===== config.mk =====
export PLATFORM = sky130hd
export DESIGN_NAME = rxerr_ctrl
export DESIGN_NICKNAME = d
export VERILOG_FILES = /design/src/rtl/rxerr_pkg.sv /design/src/rtl/rxerr_sticky.sv /design/src/rtl/rxerr_drop_ctl.sv /design/src/rtl/rxerr_stream_gate.sv /design/src/rtl/rxerr_ctrl.sv
export SDC_FILE = /design/constraint.sdc
export NUM_CORES = 1
export LEC_CHECK = 0
export BUFFER_PORTS_ARGS = -buffer_cell sky130_fd_sc_hd__buf_4
export CAP_MARGIN = 20
export CORE_MARGIN = 10
export CORE_UTILIZATION = 30
export CTS_CLUSTER_DIAMETER = 200
export CTS_CLUSTER_SIZE = 24
export DETAILED_ROUTE_END_ITERATION = 12
export PLACE_DENSITY_LB_ADDON = 0.1
export SLEW_MARGIN = 15
export SYNTH_ARGS = -nofsm -noshare
export SYNTH_HDL_FRONTEND = slang
export SYNTH_SLANG_ARGS = --single-unit

===== constraint.sdc =====
create_clock -name clk -period 1.5 [get_ports clk]
set_input_delay 0.3 -clock clk [delete_from_list [all_inputs] [get_ports clk]]
set_output_delay 0.3 -clock clk [all_outputs]
set_load 0.02 [all_outputs]

===== src/rtl/rxerr_pkg.sv =====
package rxerr_pkg;
  localparam int EVT_W     = 9;
  localparam int B_CRC     = 0;
  localparam int B_ECC1    = 1;
  localparam int B_ECC2    = 2;
  localparam int B_SOT     = 3;
  localparam int B_SOTSYNC = 4;
  localparam int B_CTRL    = 5;
  localparam int B_ESC     = 6;
  localparam int B_ULPS    = 7;
  localparam int B_STOP    = 8;

  typedef logic [EVT_W-1:0] evt_t;

  localparam evt_t ABORT_MASK = evt_t'((1 << B_ECC2) | (1 << B_SOTSYNC));

  typedef enum logic {SEL_STATUS = 1'b0, SEL_ENABLE = 1'b1} reg_sel_e;
endpackage


===== src/rtl/rxerr_sticky.sv =====
module rxerr_sticky #(
  parameter int WIDTH = 9
) (
  input  logic             clk,
  input  logic             rst_n,
  input  logic [WIDTH-1:0] set_i,
  input  logic [WIDTH-1:0] clr_i,
  output logic [WIDTH-1:0] q_o
);
  for (genvar i = 0; i < WIDTH; i++) begin : g_bit
    always_ff @(posedge clk or negedge rst_n) begin
      if (!rst_n)
        q_o[i] <= 1'b0;
      else if (set_i[i])
        q_o[i] <= 1'b1;
      else if (clr_i[i])
        q_o[i] <= 1'b0;
    end
  end
endmodule


===== src/rtl/rxerr_drop_ctl.sv =====
module rxerr_drop_ctl (
  input  logic clk,
  input  logic rst_n,
  input  logic abort_i,
  input  logic start_i,
  output logic drop_o
);
  always_ff @(posedge clk or negedge rst_n) begin
    if (!rst_n)
      drop_o <= 1'b0;
    else if (abort_i)
      drop_o <= 1'b1;
    else if (start_i)
      drop_o <= 1'b0;
  end
endmodule


===== src/rtl/rxerr_stream_gate.sv =====
module rxerr_stream_gate #(
  parameter int DATA_W = 8
) (
  input  logic              drop_i,
  input  logic              s_valid,
  output logic              s_ready,
  input  logic [DATA_W-1:0] s_data,
  input  logic              s_last,
  output logic              m_valid,
  input  logic              m_ready,
  output logic [DATA_W-1:0] m_data,
  output logic              m_last
);
  always_comb begin
    m_valid = s_valid & ~drop_i;
    s_ready = drop_i | m_ready;
    m_data  = s_data;
    m_last  = s_last & ~drop_i;
  end
endmodule


===== src/rtl/rxerr_ctrl.sv =====
module rxerr_ctrl
  import rxerr_pkg::*;
#(
  parameter int DATA_W = 8
) (
  input  logic              clk,
  input  logic              rst_n,
  input  logic [EVT_W-1:0]  evt_in,
  input  logic              pkt_start,
  input  logic              pkt_end,
  input  logic              reg_we,
  input  logic              reg_addr,
  input  logic [EVT_W-1:0]  reg_wdata,
  output logic [EVT_W-1:0]  reg_rdata,
  output logic              irq,
  output logic              drop,
  input  logic              in_valid,
  output logic              in_ready,
  input  logic [DATA_W-1:0] in_data,
  output logic              out_valid,
  input  logic              out_ready,
  output logic [DATA_W-1:0] out_data,
  output logic              out_last
);
  evt_t status_q;
  evt_t enable_q;
  evt_t clr_vec;
  logic abort_evt;

  assign clr_vec   = (reg_we && reg_sel_e'(reg_addr) == SEL_STATUS) ? reg_wdata : '0;
  assign abort_evt = |(evt_in & ABORT_MASK);

  rxerr_sticky #(.WIDTH(EVT_W)) u_sticky (
    .clk   (clk),
    .rst_n (rst_n),
    .set_i (evt_in),
    .clr_i (clr_vec),
    .q_o   (status_q)
  );

  always_ff @(posedge clk or negedge rst_n) begin
    if (!rst_n)
      enable_q <= '0;
    else if (reg_we && reg_sel_e'(reg_addr) == SEL_ENABLE)
      enable_q <= reg_wdata;
  end

  always_comb begin
    case (reg_sel_e'(reg_addr))
      SEL_STATUS: reg_rdata = status_q;
      default:    reg_rdata = enable_q;
    endcase
  end

  assign irq = |(status_q & enable_q);

  rxerr_drop_ctl u_drop (
    .clk     (clk),
    .rst_n   (rst_n),
    .abort_i (abort_evt),
    .start_i (pkt_start),
    .drop_o  (drop)
  );

  rxerr_stream_gate #(.DATA_W(DATA_W)) u_gate (
    .drop_i  (drop),
    .s_valid (in_valid),
    .s_ready (in_ready),
    .s_data  (in_data),
    .s_last  (pkt_end),
    .m_valid (out_valid),
    .m_ready (out_ready),
    .m_data  (out_data),
    .m_last  (out_last)
  );
endmodule


Yosys cells after proc, flatten, opt, wreduce, memory -nomap -nowiden:

Cells that the tools add are included.

* register bits: 19
* bits of input ports: 34
* logic and storage cells: 53

* mux-type cells: 22
* bitwise gates (word level): 6
* reduce and logical (&&, ||, !) cells: 14

Operators by type and width (number)
* $mux 1: 20
* $reduce_bool 2->1: 10
* $mux 9: 2
* $and 9x9->9: 1
* $reduce_or 9->1: 1
* $and 1x1->1: 2
* $logic_and 1x1->1: 2
* $not 1->1: 2
* $reduce_or 2->1: 1
* $or 1x1->1: 1

Depth between registers and ports, before layout:

* depth in word-level cells: 5
* gate-level depth with buffers: 4
* gate-level depth less buffers: 3

By module:

From an unflattened synthesis, not the netlist that was laid out.

* cell total of the unflattened synthesis: 86
* area, all modules: 1011.0 µm²

Modules (own cells, without submodules)
* rxerr_ctrl: instances 1, cells each 45, area each 564.3 µm², seq. area each 225.2 µm²
* rxerr_sticky: instances 1, cells each 27, area each 326.6 µm², seq. area each 225.2 µm²
* rxerr_stream_gate: instances 1, cells each 11, area each 83.8 µm², seq. area each 0.0 µm²
* rxerr_drop_ctl: instances 1, cells each 3, area each 36.3 µm², seq. area each 25.0 µm²

Worst setup path before layout:

OpenSTA, ideal clock, no wires.

* path kind: flip-flop to output port
* start: register u_sticky.q_o[4]
* end: output irq
* arrival time: 1.006 ns
* data required time: 1.200 ns
* setup slack: 0.194 ns
* stages on the path, launching flop included: 4
* path through: dfrtp_1 a22o_1 a221oi_1 nand3_1

* longest elaborated chain between the ends: 2

RTL lines
* from (decl): line rxerr_sticky.sv:8 `output logic [WIDTH-1:0] q_o`
* from (signal, indexed assignment): line rxerr_sticky.sv:13 `q_o[i] <= 1'b0;`
* from (signal, indexed assignment): line rxerr_sticky.sv:15 `q_o[i] <= 1'b1;`
* from (signal, indexed assignment): line rxerr_sticky.sv:17 `q_o[i] <= 1'b0;`
* $and 9x9->9: line rxerr_ctrl.sv:55 `assign irq = |(status_q & enable_q);`
* $reduce_or 9->1: line rxerr_ctrl.sv:55
* to (decl): line rxerr_ctrl.sv:15 `output logic irq,`

No other way between the ends.

Worst setup path in the final report:

* start: register enable_q[4]
* end: output irq

* longest elaborated chain between the ends: 2

RTL lines
* from (decl): line rxerr_ctrl.sv:26 `evt_t enable_q;`
* from (signal assigned): line rxerr_ctrl.sv:45 `enable_q <= reg_wdata;`
* $and 9x9->9: line rxerr_ctrl.sv:55
* $reduce_or 9->1: line rxerr_ctrl.sv:55

No other way between the ends.

==> impl_metrics.env <==
export IMPL_die_w_um=76.0
export IMPL_critPathKind="reg -> out"
export IMPL_syn_inst=78
export IMPL_synthTopCellsByArea="dfrtp_1, mux2_2, a21o_1"
export IMPL_numCtsBuffers=3
export IMPL_critPathRequiredTime_ns=1.20
export IMPL_yosysWarnings=0
export IMPL_p_total_mw=1.17
export IMPL_clock_tree_root_cell="clkbuf_4"
export IMPL_worstSkewPairLatency_ns=0.30
export IMPL_yosysMostFrequentCell="dfrtp_1"
export IMPL_h_tree_depth=1
export IMPL_fill_cells=295
export IMPL_rsz0062_at_grt="yes"
export IMPL_setup_ws_ns=-0.212
export IMPL_dieHeight_um=76.0
export IMPL_ios=56
export IMPL_clkTransAtPathRegs_ns=0.11
export IMPL_area_growth_pct=38.7
export IMPL_synth_ff_latch_count=19
export IMPL_yosysTopAreaCell="dfrtp_1"
export IMPL_vias_per_cell=4.36
export IMPL_first_iter_violations=25
export IMPL_cts_tree="yes"
export IMPL_finalWeightedCongestion=0.714
export IMPL_io_buffers=39
export IMPL_track_usage=0.0798
export IMPL_clockBufferDepth=2
export IMPL_first_pass_iters=4
export IMPL_reg2reg_depth=1
export IMPL_max_slew_margin=0.788
export IMPL_post_dp_cell_area_sq_um=1230
export IMPL_grt_pass1_wl_mm=3.86
export IMPL_outcome="complete, but fails checks"
export IMPL_antenna_left=0
export IMPL_async_reset_ff_frac=1.00
export IMPL_holdPathStages=2
export IMPL_slew_violations=0
export IMPL_yosysSeqAreaShare=0.505
export IMPL_core_sq_um=3030
export IMPL_finalNetCount=151
export IMPL_yosys_area_top_type_share=0.505
export IMPL_synth_edff_count=0
export IMPL_ys_types=17
export IMPL_stdcell_area_sq_um=1310
export IMPL_die_area_sq_um=5780
export IMPL_setup_viol=2
export IMPL_overflow=0
export IMPL_hold_class="in -> reg"
export IMPL_hold_slack_ns=0.163
export IMPL_grt_max_degree=20
export IMPL_route_detailed_drc=0
export IMPL_grt_pass1_vias=798
export IMPL_synth_common_cells="dfrtp_1, mux2_2, a21o_1, buf_4, nand2_1"
export IMPL_synth_net_count=112
export IMPL_tightest_slew_ns=0.318
export IMPL_period_share=1.14
export IMPL_drive_gt1_frac=0.586
export IMPL_syn_avg_cell_area_sq_um=12.1
export IMPL_totalWireLength_mm=2.34
export IMPL_fin_skew_ns=0
export IMPL_cts_sinks=19
export IMPL_cp_arrival_ns=1.41
export IMPL_cp_end_kind="output pin"
export IMPL_cp_max_fo=3
export IMPL_wl_per_cell_um=14.6
export IMPL_start_kind="flop"
export IMPL_ir_drop_uv=513
export IMPL_tns_ns=-0.243
export IMPL_seqCellArea_sq_um=475
export IMPL_hold_violations=0
export IMPL_dr_total_vias=697
export IMPL_p_leak_nw=0.574
export IMPL_std_cell_rows=20
export IMPL_period_needed_ns=1.71
export IMPL_start_util=0.311
export IMPL_netlist_area_sq_um=941
export IMPL_cap_violations=0
export IMPL_antenna_cells=0
export IMPL_ys_flop_type="dfrtp_1"
export IMPL_hpwl_mm=1.81
export IMPL_power_density_nw_per_um2=899
export IMPL_fmax_ghz=0.584
export IMPL_grt_antenna_before_repair=0
export IMPL_multi_input_area_sq_um=395
export IMPL_violations="setup timing"
[cell usage in the layout, fill, tap and decap left out, drive strengths merged, types with 3 or more instances in the layout]
cell type	netlist	layout
a21o	9	9
buf	10	43
clkbuf	0	3
dfrtp	19	19
mux2	18	18
nand2	10	10
nor2b	3	3
[cell type report]
type                       instances  area share
clock buffer                       3      0.0173
clock inverter                     1     0.00384
inverter                           1     0.00288
multi-input combinational         48       0.303
sequential                        19       0.364
tap                               44      0.0422
timing repair buffer              44       0.267
[power breakdown]
part           total, mW  internal [mW]  switching (mW)  leakage, nW
sequential         0.600          0.562          0.0385        0.200
combinational      0.308          0.178           0.130        0.356
clock              0.264         0.0994           0.165       0.0177
total               1.17          0.839           0.334        0.574
[state kept, by name, indices dropped and copies added (netlist names)]
signal / count
u_sticky.q_o: 9
enable_q: 9
u_drop.drop_o: 1
[per-layer routing]
metal / part of all wire / vias up / GRT usage / wire length, um
li1: - / 343 / - / -
met1: 0.44 / 322 / 0.0918 / 1030
met2: 0.46 / 26 / 0.127 / 1090
met3: 0.083 / 6 / 0.0436 / 194
met4: 0.011 / 0 / 0.0170 / 26
met5: 0 / - / 0 / 0
[what timing repair did]
| item | CTS | global route |
|---|---|---|
| setup endpoints to repair | 2 | 5 |
| endpoints found under the hold margin | 19 | 0 |
| hold buffers | 1 | 0 |
| cloned | 0 | 0 |
| pin swaps | 0 | 1 |
| setup buffers | 2 | 0 |
| gates resized for setup | 2 | 3 |
[worst paths after layout]
check | endpoint | start | slack (ns)
worst max-delay path | irq | enable_q[4]$_DFFE_PN0P_ | -0.21
worst min-delay path | u_sticky.q_o[0]$_DFFE_PN0P_ | evt_in[0] | 0.16
worst max register to register | enable_q[8]$_DFFE_PN0P_ | enable_q[8]$_DFFE_PN0P_ | 0.71
worst min register to register | u_sticky.q_o[5]$_DFFE_PN0P_ | u_sticky.q_o[5]$_DFFE_PN0P_ | 0.52
max in group asynchronous | u_sticky.q_o[3]$_DFFE_PN0P_ | rst_n | 0.90
min in group asynchronous | u_sticky.q_o[0]$_DFFE_PN0P_ | rst_n | 0.40
[stage by stage]
step	setup slack (ns)	instances	util
after floorplan	0.194	78	-
after global placement	0.0621	153	0.407
after detailed placement	0.0172	153	0.407
after CTS	-0.255	160	0.427
after global routing	-0.309	160	0.431
final	-0.212	160	0.431
[cell families after synthesis]
| group | after synthesis | synth area share |
|---|---|---|
| and+or+nand+nor | 16 | 0.0838 |
| DFF | 19 | 0.505 |
| buffers and inverters | 11 | 0.0811 |
| AOI/OAI and AO/OA | 14 | 0.114 |
| muxes | 18 | 0.215 |
[critical path: stages (launching register included)]
cell	delay [ns]
dfrtp_1	0.42
a22o_1	0.22
a221oi_2	0.18
nand3_1	0.11
buf_4	0.18
Note: power is estimated with default switching activity, not from simulation.
